[src/rtl/wdog_pkg.sv]
package wdog_pkg;
  // register offsets; software depends on these
  localparam logic [3:0] OFF_CTRL_A = 4'h0;
  localparam logic [3:0] OFF_CTRL_B = 4'h4;
  localparam logic [3:0] OFF_TBASE  = 4'h8;

  // bit positions inside the control registers
  localparam int B_RSTSTAT = 3;
  localparam int B_WARN    = 2;
  localparam int B_EN_A    = 1;
  localparam int B_EN_B    = 0;

  typedef enum logic {ST_QUIET = 1'b0, ST_WARNED = 1'b1} warn_state_e;

  typedef struct packed {
    logic run;
    logic kick;
    logic clr_warn;
    logic clr_rst;
  } wd_ctrl_t;
endpackage

[src/rtl/wdog_rst_sync.sv]
module wdog_rst_sync #(
  parameter int STAGES = 2
) (
  input  logic clk,
  input  logic rst_n,
  output logic rst_sync_n
);
  logic [STAGES-1:0] sh_q;

  always_ff @(posedge clk or negedge rst_n) begin
    if (!rst_n) sh_q <= '0;
    else        sh_q <= {sh_q[STAGES-2:0], 1'b1};
  end

  assign rst_sync_n = sh_q[STAGES-1];
endmodule

[src/rtl/wdog_timebase.sv]
module wdog_timebase #(
  parameter int W = 32
) (
  input  logic         clk,
  input  logic         rst_n,
  output logic [W-1:0] value
);
  logic [W-1:0] val_q, val_d;

  always_comb val_d = val_q + W'(1);

  always_ff @(posedge clk or negedge rst_n) begin
    if (!rst_n) val_q <= '0;
    else        val_q <= val_d;
  end

  assign value = val_q;
endmodule

[src/rtl/wdog_regs.sv]
module wdog_regs
  import wdog_pkg::*;
#(
  parameter int ADDR_W      = 4,
  parameter int DATA_W      = 32,
  parameter bit ENABLE_ONCE = 1'b0
) (
  input  logic              clk,
  input  logic              rst_n,
  input  logic [ADDR_W-1:0] addr,
  input  logic [DATA_W-1:0] wdata,
  input  logic              we,
  input  logic              re,
  input  logic              warn_flag,
  input  logic              rst_flag,
  input  logic [DATA_W-1:0] tbase,
  output wd_ctrl_t          ctrl,
  output logic [DATA_W-1:0] rdata
);
  localparam logic [ADDR_W-1:0] A_CTRL_A = ADDR_W'(OFF_CTRL_A);
  localparam logic [ADDR_W-1:0] A_CTRL_B = ADDR_W'(OFF_CTRL_B);
  localparam logic [ADDR_W-1:0] A_TBASE  = ADDR_W'(OFF_TBASE);

  logic sel_a, sel_b, sel_t, wr_a, wr_b;
  logic en_a_q, en_a_d, en_b_q, en_b_d;
  logic unused_wdata_hi;

  assign sel_a = (addr == A_CTRL_A);
  assign sel_b = (addr == A_CTRL_B);
  assign sel_t = (addr == A_TBASE);
  assign wr_a  = we & sel_a;
  assign wr_b  = we & sel_b;
  assign unused_wdata_hi = ^wdata[DATA_W-1:4];

  generate
    if (ENABLE_ONCE) begin : g_set_only
      always_comb begin
        en_a_d = en_a_q | wdata[B_EN_A];
        en_b_d = en_b_q | wdata[B_EN_B];
      end
    end else begin : g_free
      always_comb begin
        en_a_d = wdata[B_EN_A];
        en_b_d = wdata[B_EN_B];
      end
    end
  endgenerate

  always_ff @(posedge clk or negedge rst_n) begin
    if (!rst_n)    en_a_q <= 1'b0;
    else if (wr_a) en_a_q <= en_a_d;
  end

  always_ff @(posedge clk or negedge rst_n) begin
    if (!rst_n)    en_b_q <= 1'b0;
    else if (wr_b) en_b_q <= en_b_d;
  end

  always_comb begin
    ctrl.run      = en_a_q | en_b_q;
    ctrl.kick     = wr_a & (wdata[B_RSTSTAT] | wdata[B_WARN]);
    ctrl.clr_warn = wr_a & wdata[B_WARN];
    ctrl.clr_rst  = wr_a & wdata[B_RSTSTAT];
  end

  always_comb begin
    rdata = '0;
    if (re) begin
      if (sel_a) begin
        rdata[B_RSTSTAT] = rst_flag;
        rdata[B_WARN]    = warn_flag;
        rdata[B_EN_A]    = en_a_q;
      end else if (sel_b) begin
        rdata[B_EN_B] = en_b_q;
      end else if (sel_t) begin
        rdata = tbase;
      end
    end
  end
endmodule

[src/rtl/wdog_expiry.sv]
module wdog_expiry
  import wdog_pkg::*;
#(
  parameter int INTERVAL_LOG2 = 20,
  parameter int PULSE_LEN     = 4
) (
  input  logic     clk,
  input  logic     rst_n,
  input  wd_ctrl_t ctrl,
  output logic     warn_flag,
  output logic     rst_flag,
  output logic     rst_pulse
);
  localparam int PW = $clog2(PULSE_LEN + 1);
  localparam logic [INTERVAL_LOG2-1:0] CNT_LAST = '1;

  logic [INTERVAL_LOG2-1:0] cnt_q, cnt_d;
  logic                     cnt_en, ovf;
  warn_state_e              st_q, st_d;
  logic                     rst_q, rst_d;
  logic [PW-1:0]            pc_q, pc_d;

  // interval counter: held at zero when stopped, restarted by a service write
  always_comb begin
    cnt_en = 1'b1;
    cnt_d  = cnt_q + INTERVAL_LOG2'(1);
    if (!ctrl.run || ctrl.kick) begin
      cnt_d  = '0;
      cnt_en = (cnt_q != '0);
    end
  end

  // a service write in the overflow clock wins over the expiry
  assign ovf = ctrl.run & ~ctrl.kick & (cnt_q == CNT_LAST);

  always_comb begin
    st_d  = ctrl.clr_warn ? ST_QUIET : st_q;
    rst_d = rst_q & ~ctrl.clr_rst;
    pc_d  = (pc_q != '0) ? pc_q - PW'(1) : '0;
    if (ovf) begin
      if (st_q == ST_QUIET) begin
        st_d = ST_WARNED;
      end else begin
        rst_d = 1'b1;
        pc_d  = PW'(PULSE_LEN);
      end
    end
  end

  always_ff @(posedge clk or negedge rst_n) begin
    if (!rst_n)      cnt_q <= '0;
    else if (cnt_en) cnt_q <= cnt_d;
  end

  always_ff @(posedge clk or negedge rst_n) begin
    if (!rst_n) begin
      st_q  <= ST_QUIET;
      rst_q <= 1'b0;
      pc_q  <= '0;
    end else begin
      st_q  <= st_d;
      rst_q <= rst_d;
      pc_q  <= pc_d;
    end
  end

  assign warn_flag = (st_q == ST_WARNED);
  assign rst_flag  = rst_q;
  assign rst_pulse = (pc_q != '0);
endmodule

[src/rtl/wdog_top.sv]
module wdog_top
  import wdog_pkg::*;
#(
  parameter int ADDR_W        = 4,
  parameter int DATA_W        = 32,
  parameter int INTERVAL_LOG2 = 20,
  parameter int PULSE_LEN     = 4,
  parameter bit ENABLE_ONCE   = 1'b0
) (
  input  logic              clk,
  input  logic              rst_n,
  input  logic [ADDR_W-1:0] bus_addr,
  input  logic [DATA_W-1:0] bus_wdata,
  input  logic              bus_we,
  input  logic              bus_re,
  output logic [DATA_W-1:0] bus_rdata,
  output logic              wd_irq,
  output logic              wd_rst_out
);
  logic              rst_int_n;
  logic [DATA_W-1:0] tbase_val;
  wd_ctrl_t          ctrl;
  logic              warn_flag, rst_flag;

  wdog_rst_sync #(.STAGES(2)) u_rst_sync (
    .clk(clk), .rst_n(rst_n), .rst_sync_n(rst_int_n)
  );

  wdog_timebase #(.W(DATA_W)) u_timebase (
    .clk(clk), .rst_n(rst_int_n), .value(tbase_val)
  );

  wdog_regs #(
    .ADDR_W(ADDR_W), .DATA_W(DATA_W), .ENABLE_ONCE(ENABLE_ONCE)
  ) u_regs (
    .clk(clk), .rst_n(rst_int_n), .addr(bus_addr), .wdata(bus_wdata),
    .we(bus_we), .re(bus_re), .warn_flag(warn_flag), .rst_flag(rst_flag),
    .tbase(tbase_val), .ctrl(ctrl), .rdata(bus_rdata)
  );

  wdog_expiry #(
    .INTERVAL_LOG2(INTERVAL_LOG2), .PULSE_LEN(PULSE_LEN)
  ) u_expiry (
    .clk(clk), .rst_n(rst_int_n), .ctrl(ctrl), .warn_flag(warn_flag),
    .rst_flag(rst_flag), .rst_pulse(wd_rst_out)
  );

  assign wd_irq = warn_flag;
endmodule

[config.mk]
export PLATFORM = sky130hd
export DESIGN_NAME = wdog_top
export DESIGN_NICKNAME = d
export VERILOG_FILES = /design/src/rtl/wdog_pkg.sv /design/src/rtl/wdog_rst_sync.sv /design/src/rtl/wdog_timebase.sv /design/src/rtl/wdog_regs.sv /design/src/rtl/wdog_expiry.sv /design/src/rtl/wdog_top.sv
export SDC_FILE = /design/constraint.sdc
export NUM_CORES = 1
export LEC_CHECK = 0
export ABC_AREA = 1
export BUFFER_PORTS_ARGS = -buffer_cell sky130_fd_sc_hd__buf_4
export CAP_MARGIN = 20
export CORE_UTILIZATION = 55
export CTS_CLUSTER_SIZE = 28
export DETAILED_ROUTE_END_ITERATION = 16
export PLACE_DENSITY = 0.8
export SLEW_MARGIN = 20
export SYNTH_ARGS = -nofsm -noshare
export SYNTH_HDL_FRONTEND = slang
export SYNTH_SLANG_ARGS = --single-unit
[constraint.sdc]
create_clock -name clk -period 4.9 [get_ports clk]
set_clock_uncertainty 0.15 [all_clocks]
set_input_delay 0.245 -clock clk [delete_from_list [all_inputs] [get_ports clk]]
set_output_delay 0.245 -clock clk [all_outputs]
set_load 0.005 [all_outputs]
==> results.sh <==
export IMPL_cts_resized=0
export IMPL_path_clk_slew_ns=0.07
export IMPL_hold_viol=0
export IMPL_critical_path_class="input pin to output pin"
export IMPL_drv_slew=0
export IMPL_total_power_w=0.001134
export IMPL_drc=0
export IMPL_fin_area_um2=4446
export IMPL_grt_max_degree=36
export IMPL_power_leakage_nw=2.046
export IMPL_cts_setup_buffers=0
export IMPL_root_buffer="clkbuf_8"
export IMPL_start_kind="input pin"
export IMPL_io_pins=74
export IMPL_grt_pass1_vias=3121
export IMPL_layout_drive_gt1_share_pct=19.24
export IMPL_dieArea_um2=7250
export IMPL_synth_seq_cells=61
export IMPL_die_w_um=85.15
export IMPL_timing_setup_tns_ns=0
export IMPL_clk_latency_ns=0.35
export IMPL_setup_viol=0
export IMPL_ir_drop_mv=0.1866
export IMPL_io_buffers=45
export IMPL_cts_tree="yes"
export IMPL_power_density_nw_per_um2=255.2
export IMPL_grtUsageMet1_pct=38.50
export IMPL_synth_cells=518
export IMPL_hold_class="input pin to asynchronous set/reset pin"
export IMPL_yosysSeqAreaShare_pct=40.14
export IMPL_min_period_over_period_pct=42.96
export IMPL_power_switching_w=0.0002994
export IMPL_cts_made_buffers=9
export IMPL_syn_num_nets=561
export IMPL_fmax_mhz=475.0
export IMPL_gr_total_overflow=0
export IMPL_drt_iter0_markers=276
export IMPL_nets=615
export IMPL_synth_warnings=0
export IMPL_ys_types=33
export IMPL_routabilityCongestion=0.9474
export IMPL_crit_path_frequent_cell="buf_4"
export IMPL_antenna_found_initial=0
export IMPL_synthToLayoutAreaGrowth_pct=16.91
export IMPL_global_route_peak_usage_layer="met2"
export IMPL_wl_um=8817
export IMPL_tightest_slew_ns=0.9229
export IMPL_cp_data_required_time_ns=4.51
export IMPL_via_count=3469
export IMPL_diodes=0
export IMPL_slew_headroom_pct=38.09
export IMPL_p_int_w=0.0008351
export IMPL_p_seq_share_pct=47.9
export IMPL_critPathCaptureType="output pin"
export IMPL_grt_pass1_wl_um=14870
export IMPL_num_rows=29
export IMPL_holdWs_ns=0.05867
export IMPL_cp_data_arrival_time_ns=1.71
export IMPL_status="completed"
export IMPL_netlist_area_um2=3802
export IMPL_cts_sinks=61
export IMPL_rsz0062_at_grt="no"
export IMPL_critical_path_max_stage_delay_ns=0.72
export IMPL_dr_pass1_iters=5
export IMPL_core_area_um2=6495
export IMPL_initial_core_util_pct=58.54
export IMPL_cp_cell_sequence="buf_4 -> clkinv_1 -> nor3_1 -> buf_4"
export IMPL_period_minus_slack_ns=2.105
export IMPL_met2_usage_pct=39.59
export IMPL_placedInstanceArea_um2=4204
export IMPL_h_tree_depth=3
export IMPL_p_comb_share_pct=9.8
export IMPL_p_sw_share_pct=26.39
export IMPL_grt_usage_pct=26.33
export IMPL_viasPerCell=5.304
export IMPL_max_cap_viol_count=0
export IMPL_worstPathMaxFanout=26
export IMPL_die_h_um=85.15
export IMPL_drtAntennaViolNets=0
export IMPL_post_drt_wl_per_cell_um=13.48
export IMPL_clkPwrFrac_pct=42.4
export IMPL_syn_avg_cell_area_um2=7.341
export IMPL_dpl_hpwl_um=6479
export IMPL_critPathSlowestCell="clkinv_1"
export IMPL_grt_use_met3_pct=4.669
export IMPL_cts_path_max_buffers=2
export IMPL_fill_cells=548
==> synth_stat cells (all sizes together) <==
library cell	number	area, um2
nand2	166	653.1
nor2	84	370.4
inv	63	236.5
dfrtp	61	1526
nor3	40	301.5
nand3	36	215.2
xor2	19	166.4
a21oi	10	50.05
buf	6	41.28
nand4	6	37.54
o21ai	5	25.02
o21bai	5	37.54
xnor2	4	35.03
ha	3	37.54
clkinv	2	7.510
mux2	2	22.52
nand3b	2	15.01
a21boi	1	7.510
and3	1	6.260
conb	1	3.750
nor4	1	6.260
==> stage by stage <==
step                      setup slack, ns  std cells  utilization [%]
after floorplan                     2.926        518                -
after global placement              2.794        635            64.73
after detailed placement            2.785        635            64.73
after CTS                           2.802        654            68.45
after global routing                2.628        654            68.45
final                               2.795        654            68.45
==> cell type report <==
class,count,area [um2],area share [%]
Clock inverter,3,42.54,0.9569
Clock buffer,13,168.9,3.800
Tap cell,77,96.34,2.167
Sequential cell,61,1528,34.37
Timing Repair Buffer,49,375.4,8.444
Multi-Input combinational cell,386,1991,44.78
Inverter,65,244.0,5.488
==> power groups by stage <==
stage                      logic, W  clock network, W  registers (W)
after global placement     0.000104                 0       0.000551
after CTS                  0.000112          0.000487       0.000543
after detailed placement   0.000110                 0       0.000553
after global routing       0.000123          0.000509       0.000546
final                      0.000111          0.000480       0.000543
after floorplan           0.0000787                 0       0.000551
==> critical path: cells and delay by family <==
family                 cells  cell delay (ns)
buffers and inverters      3             1.00
and+or+nand+nor            1             0.44
==> final timing paths <==
path,from,to,slack [ns],cells past startpoint
max,bus_re,bus_rdata[15],2.79,4
min,rst_n,u_rst_sync.sh_q[1],0.06,2
max reg2reg,u_regs.en_b_q,u_expiry.rst_flag,2.93,6
min reg2reg,u_rst_sync.sh_q[1],u_regs.en_a_q,0.11,0
max in group asynchronous,u_rst_sync.sh_q[1],u_expiry.cnt_q[5],3.62,1
min in group clk,bus_wdata[2],u_expiry.warn_flag,0.06,4
==> kinds of logic after synthesis <==
kind of cell | after synthesis | share of synthesized area [%]
AO/OA/AOI/OAI | 21 | 3.159
XOR/XNOR | 23 | 5.298
AND/OR/NAND/NOR | 336 | 42.22
multiplexers | 2 | 0.5923
adder cells (fa/ha/maj) | 3 | 0.9873
other | 1 | 0.09862
buffers and inverters | 71 | 7.502
flip-flops | 61 | 40.14
==> cells in the final DEF, fill, tap and decap left out <==
master,netlist,final
nand4_1,6,6
inv_2,6,6
xor2_1,19,19
nor4_1,1,1
nand3_1,32,32
o21bai_1,5,5
a21oi_1,10,10
xnor2_1,4,4
nand3_4,2,2
clkinv_1,2,2
nor2_2,7,7
clkinv_2,0,1
dfrtp_2,0,1
nor3_2,18,18
dlygate4sd3_1,0,3
nand3_2,2,2
ha_1,3,3
nand2_1,160,160
nor2_4,5,5
bufinv_16,0,1
o21ai_1,1,1
mux2_2,2,2
nand3b_1,2,2
buf_4,2,46
a21boi_0,1,1
nor2_1,72,72
inv_1,57,57
clkinvlp_4,0,1
conb_1,1,1
nor3_1,21,21
dfrtp_1,61,60
nand2_2,3,3
clkbuf_1,0,1
and3_1,1,1
clkbuf_8,0,12
nor3_4,1,1
o21ai_0,4,4
nand2_4,3,3
==> metal layers <==
layer | part of all wire, % | vias to the layer above
met5 | 0 | -
met4 | 1.5 | 0
met3 | 5.8 | 14
met2 | 43 | 103
met1 | 49 | 1632
li1 | - | 1720
==> sequential cells by signal, summed over array words and instances, names as in the netlist <==
signal              cells
u_timebase.value       32
u_expiry.cnt_q         20
u_expiry.pc_q           3
u_rst_sync.sh_q         2
u_expiry.rst_flag       1
u_expiry.warn_flag      1
u_regs.en_a_q           1
u_regs.en_b_q           1
==> timing repair <==
item	4_1_cts	5_1_grt
hold buffers	3	0
hold endpoints to repair	4	0
endpoints found under the setup margin	0	0
(Power assumes the default switching activity.)
